===== src/rtl/trig_pkg.sv =====
package trig_pkg;
  localparam int unsigned DEF_CH_N  = 3;
  localparam int unsigned DEF_SMP_W = 12;

  function automatic int unsigned addr_w(input int unsigned ch_n);
    return (ch_n + 1 <= 2) ? 1 : $clog2(ch_n + 1);
  endfunction
endpackage


===== src/rtl/trig_cfg_regs.sv =====
module trig_cfg_regs #(
  parameter int unsigned NUM_CH = 3,
  parameter int unsigned SMP_W  = 12,
  parameter int unsigned ADDR_W = 2
) (
  input  logic                      clk_i,
  input  logic                      rst_ni,
  input  logic                      we_i,
  input  logic [ADDR_W-1:0]         addr_i,
  input  logic [SMP_W-1:0]          wdata_i,
  output logic [NUM_CH*SMP_W-1:0]   thr_o,
  output logic [NUM_CH-1:0]         en_o
);
  localparam logic [ADDR_W-1:0] EN_ADDR = ADDR_W'(NUM_CH);

  for (genvar c = 0; c < NUM_CH; c++) begin : g_thr
    localparam logic [ADDR_W-1:0] MY_ADDR = ADDR_W'(c);
    logic [SMP_W-1:0] thr_q;
    always_ff @(posedge clk_i or negedge rst_ni) begin
      if (!rst_ni)                         thr_q <= '1;
      else if (we_i && addr_i == MY_ADDR)  thr_q <= wdata_i;
    end
    assign thr_o[c*SMP_W +: SMP_W] = thr_q;
  end

  logic [NUM_CH-1:0] en_q;
  always_ff @(posedge clk_i or negedge rst_ni) begin
    if (!rst_ni)                        en_q <= '1;
    else if (we_i && addr_i == EN_ADDR) en_q <= wdata_i[NUM_CH-1:0];
  end
  assign en_o = en_q;
endmodule


===== src/rtl/trig_chan_cmp.sv =====
module trig_chan_cmp #(
  parameter int unsigned SMP_W = 12
) (
  input  logic             en_i,
  input  logic [SMP_W-1:0] smp_i,
  input  logic [SMP_W-1:0] thr_i,
  output logic             hit_o
);
  // unsigned, strictly above
  assign hit_o = en_i && (smp_i > thr_i);
endmodule


===== src/rtl/trig_edge_gate.sv =====
module trig_edge_gate #(
  parameter int unsigned NUM_CH = 3
) (
  input  logic              clk_i,
  input  logic              rst_ni,
  input  logic [NUM_CH-1:0] hit_i,
  input  logic              bypass_i,
  input  logic              inhibit_i,
  output logic              trig_o
);
  logic cond_d, cond_q, trig_q;

  assign cond_d = ((|hit_i) || bypass_i) && !inhibit_i;

  always_ff @(posedge clk_i or negedge rst_ni) begin
    if (!rst_ni) begin
      cond_q <= 1'b0;
      trig_q <= 1'b0;
    end else begin
      cond_q <= cond_d;
      trig_q <= cond_d && !cond_q;
    end
  end

  assign trig_o = trig_q;
endmodule


===== src/rtl/mchan_trigger.sv =====
module mchan_trigger
  import trig_pkg::*;
#(
  parameter int unsigned NUM_CH = DEF_CH_N,
  parameter int unsigned SMP_W  = DEF_SMP_W,
  parameter int unsigned ADDR_W = addr_w(NUM_CH)
) (
  input  logic                    clk_i,
  input  logic                    rst_ni,
  input  logic [NUM_CH*SMP_W-1:0] sample_i,
  input  logic                    cfg_we_i,
  input  logic [ADDR_W-1:0]       cfg_addr_i,
  input  logic [SMP_W-1:0]        cfg_wdata_i,
  input  logic                    bypass_i,
  input  logic                    inhibit_i,
  output logic                    trig_o
);
  logic [NUM_CH*SMP_W-1:0] thr;
  logic [NUM_CH-1:0]       en;
  logic [NUM_CH-1:0]       hit;

  trig_cfg_regs #(.NUM_CH(NUM_CH), .SMP_W(SMP_W), .ADDR_W(ADDR_W)) u_regs (
    .clk_i   (clk_i),
    .rst_ni  (rst_ni),
    .we_i    (cfg_we_i),
    .addr_i  (cfg_addr_i),
    .wdata_i (cfg_wdata_i),
    .thr_o   (thr),
    .en_o    (en)
  );

  for (genvar c = 0; c < NUM_CH; c++) begin : g_ch
    trig_chan_cmp #(.SMP_W(SMP_W)) u_cmp (
      .en_i  (en[c]),
      .smp_i (sample_i[c*SMP_W +: SMP_W]),
      .thr_i (thr[c*SMP_W +: SMP_W]),
      .hit_o (hit[c])
    );
  end

  trig_edge_gate #(.NUM_CH(NUM_CH)) u_gate (
    .clk_i     (clk_i),
    .rst_ni    (rst_ni),
    .hit_i     (hit),
    .bypass_i  (bypass_i),
    .inhibit_i (inhibit_i),
    .trig_o    (trig_o)
  );
endmodule


===== config.mk =====
export PLATFORM = sky130hd
export DESIGN_NAME = mchan_trigger
export DESIGN_NICKNAME = d
export VERILOG_FILES = /design/src/rtl/trig_pkg.sv /design/src/rtl/trig_cfg_regs.sv /design/src/rtl/trig_chan_cmp.sv /design/src/rtl/trig_edge_gate.sv /design/src/rtl/mchan_trigger.sv
export SDC_FILE = /design/constraint.sdc
export NUM_CORES = 1
export LEC_CHECK = 0
export ABC_CLOCK_PERIOD_IN_PS = 4900
export BUFFER_PORTS_ARGS = -buffer_cell sky130_fd_sc_hd__buf_2
export CELL_PAD_IN_SITES_DETAIL_PLACEMENT = 1
export CELL_PAD_IN_SITES_GLOBAL_PLACEMENT = 2
export CORE_MARGIN = 1
export CORE_UTILIZATION = 37
export CTS_BUF_LIST = sky130_fd_sc_hd__clkbuf_8 sky130_fd_sc_hd__clkbuf_16
export DETAILED_ROUTE_END_ITERATION = 8
export HOLD_SLACK_MARGIN = 0.02
export PLACE_DENSITY = 0.86
export SLEW_MARGIN = 20
export SYNTH_ARGS = -nofsm -noshare
export SYNTH_HDL_FRONTEND = slang
export SYNTH_HIERARCHICAL = 1
export SYNTH_SLANG_ARGS = --single-unit

===== constraint.sdc =====
create_clock -name clk_i -period 4.9 [get_ports clk_i]
set_input_delay 0.98 -clock clk_i [delete_from_list [all_inputs] [get_ports clk_i]]
set_output_delay 0.98 -clock clk_i [all_outputs]
set_load 0.03 [all_outputs]

# Yosys cells after proc, flatten, opt, wreduce, memory -nomap -nowiden
# Index checks and enable logic that the tools add are counted.
# W data, S select, Z words.
[totals]
register_bits = 41
inputBits = 55
[op_classes]
n_lt_le_gt_ge = 3
eq_ne = 3
n_reduce_logical = 14
[ops]
columns = ["cell", "n"]
rows = [
  ["$gt A12 B12 Y1", 3],
  ["$logic_and A1 B1 Y1", 9],
  ["$eq A2 B2 Y1 const B", 2],
  ["$reduce_or A3 Y1", 1],
  ["$eq A2 B1 Y1 const B", 1],
  ["$logic_not A1 Y1", 2],
  ["$logic_not A2 Y1", 1],
  ["$logic_or A1 B1 Y1", 1],
]

# Longest topological paths before layout
[logic_depth]
word_depth = 6
mapped_depth = 8
depth_no_buf = 8

# Modules after synthesis
# The synthesis kept the hierarchy.
[modules_own_cells]
columns = ["module", "n_inst", "cells_each", "area_per_inst_um2", "seq_area_each_um2"]
rows = [
  ["trig_cfg_regs", 1, 85, 1519.0, 1024.7],
  ["trig_chan_cmp", 3, 43, 301.5, 0.0],
  ["trig_edge_gate", 1, 5, 71.3, 50.0],
]

# Least setup slack after synthesis
# No wires, ideal clock.
[synth_path]
path_kind = "input to register"
startpoint = "input sample_i[23]"
endpoint = "register u_gate.trig_q, in the netlist u_gate/trig_o"
arrival_time_ns = 2.365
required_time_ns = 4.771
setup_slack_ns = 2.407
path_stages = 6
n_path_buf = 0
path_cell_list = "ha_1 nand4_1 or4_1 o311a_1 nor4_2 nor3_1"
[synth_between]
elab_chain_cells = 6
[synth_lines]
columns = ["item", "line_no", "rtl"]
rows = [
  ["from (decl)", "mchan_trigger.sv:10", "input logic [NUM_CH*SMP_W-1:0] sample_i,"],
  ["$gt A12 B12 Y1", "trig_chan_cmp.sv:10", "assign hit_o = en_i && (smp_i > thr_i);"],
  ["$logic_and A1 B1 Y1", "trig_chan_cmp.sv:10", ""],
  ["via hit[1]", "mchan_trigger.sv:20", "logic [NUM_CH-1:0] hit;"],
  ["$reduce_or A3 Y1", "trig_edge_gate.sv:13", "assign cond_d = ((|hit_i) || bypass_i) && !inhibit_i;"],
  ["$logic_or A1 B1 Y1", "trig_edge_gate.sv:13", ""],
  ["$logic_and A1 B1 Y1", "trig_edge_gate.sv:13", ""],
  ["$logic_and A1 B1 Y1", "trig_edge_gate.sv:21", "trig_q <= cond_d && !cond_q;"],
  ["to (signal assigned)", "trig_edge_gate.sv:21", ""],
  ["to (decl)", "trig_edge_gate.sv:11", "logic cond_d, cond_q, trig_q;"],
]
# The timed path passes the listed nets, and every way through them passes these cells.
# A chain may end at the register's enable or synchronous reset.

# Final worst setup path
# Ends and elaborated chain as after synthesis.

==> impl_summary.log <==
[metrics] power per cell area: 362 nW/um^2
[metrics] area taken by multi-input logic gates: 1240 um^2
[metrics] Post-Synthesis Mean Instance Area: 11.4 um^2
[metrics] part of the cycle the worst path needs: 0.497
[metrics] Port Buffer Count: 55
[metrics] register bit count reported by yosys: 41
[metrics] total nets after synthesis: 310
[metrics] Gates resized, CTS repair: 0
[metrics] synthesized instance count: 219
[metrics] Routability Congestion: 0.873
[metrics] Layout fillers: 728
[metrics] Primary FF master, synth: sky130_fd_sc_hd__dfstp_2
[metrics] Post CTS Setup Buffer Count: 0
[metrics] transition time of the tightest slew-check pin: 0.976 ns
[metrics] core footprint: 6420 um^2
[metrics] # IOs: 56
[metrics] top cells by area in the synthesized netlist: sky130_fd_sc_hd__dfstp_2 (41%), sky130_fd_sc_hd__ha_1 (18%), sky130_fd_sc_hd__mux2_2 (18%)
[metrics] cell area after placement: 2840 um^2
[metrics] number of violations reported at the end of detailed-routing iteration 0: 78
[metrics] Antenna Diode Count: 0
[metrics] CP Class: primary input to flip-flop
[metrics] Sink Count: 41
[metrics] violations in the final reports: DRC
[metrics] list of cells traversed by the critical path: buf_2 -> ha_1 -> nand4_1 -> or4_1 -> o311a_1 -> nor4_2 -> nor3_1
[metrics] async set or reset register ratio after synthesis: 1.00
[metrics] final core area utilization: 0.464
[metrics] routing usage on met3: 0.0317
[metrics] root buffer cell: sky130_fd_sc_hd__clkbuf_8
[metrics] Total Routed Length: 5530 um
[metrics] signed area change from the synthesized netlist to the final layout: 19.4%
[metrics] worst reg-to-reg path cell count: 7
[metrics] arrival time worst endpoint: 2.61 ns
[metrics] count of cell instances traversed by the critical path: 7
[metrics] total of max-cap violations: 0
[metrics] per-cell routed wire length: 15.5 um
[metrics] total of endpoints with negative setup slack in the final report: 0
[metrics] share of the synthesized area in the top cell type: 0.411
[metrics] Die Footprint: 7080 um^2
[metrics] overall global routing resource usage: 0.175
[metrics] placed insts: 348
[metrics] Buffers & Inverters on Critical Path: 1
[metrics] max-slew violation count: 0
[metrics] grt met2 use: 0.314
[metrics] kind of start point of the critical path: primary input
[metrics] top cells by instance count after synthesis: sky130_fd_sc_hd__inv_1 (42), sky130_fd_sc_hd__dfstp_2 (39), sky130_fd_sc_hd__mux2_2 (39)
[metrics] fraction of final layout cells sized beyond drive strength 1: 0.513
[metrics] Via-to-Cell Ratio: 5.09
[metrics] number of library cell types mapped by synthesis: 21
[metrics] Worst-Skew Late Latency: 0.30 ns
[metrics] total clock buffers created by CTS: 5
[metrics] dominant cell by count in the synthesized netlist: sky130_fd_sc_hd__inv_1
[metrics] met1 layer usage reported by global route: 0.214
[metrics] via count of the first global-routing pass: 1,990
[metrics] Max Fclk: 411 MHz
[metrics] worst voltage drop across the vdd grid: 0.159 mV
[metrics] largest incremental delay on the critical path: 0.53 ns
[metrics] clock transition at the registers of the reported paths: 0.08 ns
[metrics] final-report hold violation count: 0
[metrics] starting utilization of the core area: 0.388
[metrics] antenna-violating nets left: 0
[metrics] slowest library cell on the worst path: sky130_fd_sc_hd__or4_1
[metrics] nets: 369
[metrics] dpl hpwl: 4580 um
[metrics] H-tree level count: 2
[metrics] cell depth of the worst hold path: 1
[metrics] count of placed standard cells in the final layout, fillers left out: 356
[metrics] CP top delay family: simple AND/OR/NAND/NOR gates
[metrics] buffer depth of the longest clock path: 2
[metrics] peak-usage layer in the global routing report: met2
[metrics] Synth Cell Area: 2490 um^2
[metrics] CTS tree: built
[metrics] overflow left after global routing: 0
[metrics] sum of negative setup slack: 0 ns
[metrics] number of antenna violations at the first check in global routing: 0
[metrics] final worst clock skew: 0.00438 ns
[metrics] TritonRoute pass-1 iters: 6
[metrics] overall via count from detail_route: 1,811
[metrics] dominant cell type by area after synthesis: sky130_fd_sc_hd__dfstp_2
[metrics] hold-fix buffers at CTS: 0
[metrics] unrepaired setup endpoints after global routing: false
[metrics] Yosys warning total: 6
[metrics] width of the chip: 84.1 um
[metrics] final non-filler cell area: 2980 um^2
[metrics] DRC violations left: 6
[metrics] outcome: finished, violations left
[metrics] die boundary height: 84.1 um
[metrics] first-pass GRT wire length: 9550 um
[metrics] proportion of synthesized chip area in sequential cells: 0.431
[metrics] maximum number of pins on one net before global-route repair: 42
[metrics] sequential standard cell area: 1070 um^2
[metrics] critical path peak fanout: 3
[metrics] type of destination of the critical path: flip-flop
[metrics] FP Rows: 29
[metrics] EDFF count, synth: 0
[metrics] required time of the worst setup path: 5.08 ns
[metrics] worst relative slew slack: 0.347
[metrics] min Tclk post-route: 2.43 ns
[metrics] Min-Delay Path Class: flip-flop to flip-flop
[metrics] static leakage power: 0.00148 uW
final timing paths:
path                            slack (ns)       endpoint                       from
worst max register to register        2.65  u_gate/trig_o  u_regs/g_thr[1].thr_q[11]
worst min-delay path                  0.41  u_gate/trig_o              u_gate/cond_q
worst max-delay path                  2.47  u_gate/trig_o               sample_i[23]
worst min register to register        0.41  u_gate/trig_o              u_gate/cond_q
max in group asynchronous             3.55  u_gate/cond_q                     rst_ni
min in group asynchronous             0.81  u_gate/trig_o                     rst_ni
kinds of logic (layout without fill, tap and decap cells):
logic type | Yosys count | in the layout | share of synthesized area
buffers and inverters | 45 | 105 | 0.0722
DFF | 41 | 41 | 0.431
muxes | 39 | 39 | 0.176
adders and majority gates | 36 | 36 | 0.181
AOI/OAI and AO/OA | 30 | 30 | 0.0737
and+or+nand+nor | 28 | 28 | 0.0667
state kept, by name, indices dropped and copies added, names as in the netlist:
register,cells
u_regs/g_thr.thr_q,36
u_regs/en_o,3
u_gate/cond_q,1
u_gate/trig_o,1
area by class of cell:
type | count | share of cell area
Inverter | 42 | 0.0529
Tap cell | 77 | 0.0324
Clock inverter | 3 | 0.0218
Multi-Input combinational cell | 133 | 0.416
Clock buffer | 5 | 0.0231
Timing Repair Buffer | 55 | 0.0924
Sequential cell | 41 | 0.361
cells in the final DEF (no fill, tap or decap):
cell,n
sky130_fd_sc_hd__a21o_1,3
sky130_fd_sc_hd__a21oi_1,15
sky130_fd_sc_hd__buf_2,55
sky130_fd_sc_hd__bufinv_16,2
sky130_fd_sc_hd__clkbuf_8,5
sky130_fd_sc_hd__clkinv_2,1
sky130_fd_sc_hd__dfrtp_1,2
sky130_fd_sc_hd__dfstp_2,39
sky130_fd_sc_hd__ha_1,36
sky130_fd_sc_hd__inv_1,42
sky130_fd_sc_hd__mux2_2,39
sky130_fd_sc_hd__nand2_1,3
sky130_fd_sc_hd__nand3_1,7
sky130_fd_sc_hd__nand3b_1,2
sky130_fd_sc_hd__nand4_1,6
sky130_fd_sc_hd__nor2_1,4
sky130_fd_sc_hd__nor3_1,1
sky130_fd_sc_hd__nor3b_2,1
sky130_fd_sc_hd__nor4_2,1
sky130_fd_sc_hd__o21a_1,3
sky130_fd_sc_hd__o21ai_0,3
sky130_fd_sc_hd__o22ai_1,3
sky130_fd_sc_hd__o311a_1,3
sky130_fd_sc_hd__or4_1,3
routing by layer:
layer | part of all wire | up-vias
met5 | 0 | -
met4 | 0.0081 | 0
met2 | 0.51 | 30
met1 | 0.45 | 893
li1 | - | 884
met3 | 0.029 | 4
metrics by stage:
step | total power [uW] | setup WS (ns) | hold WS, ns
after global placement | 748 | 2.21 | 0.398
after CTS | 1100 | 2.45 | 0.416
after global routing | 1150 | 2.41 | 0.440
after detailed placement | 767 | 2.14 | 0.404
final | 1080 | 2.47 | 0.412
after floorplan | 665 | 2.41 | 0.384
power breakdown:
part           internal (uW)  total (uW)  switching (uW)
registers                446         482            36.0
clock network            202         322             120
logic                    137         274             137
worst reg2reg max path, stage by stage, from the launching register on:
cell and delay [ns]:
sky130_fd_sc_hd__dfstp_2 0.55, sky130_fd_sc_hd__inv_1 0.05, sky130_fd_sc_hd__ha_1 0.32, sky130_fd_sc_hd__nand4_1 0.17
sky130_fd_sc_hd__or4_1 0.53, sky130_fd_sc_hd__o311a_1 0.16, sky130_fd_sc_hd__nor4_2 0.29, sky130_fd_sc_hd__nor3_1 0.08
(Power assumes the default switching activity.)
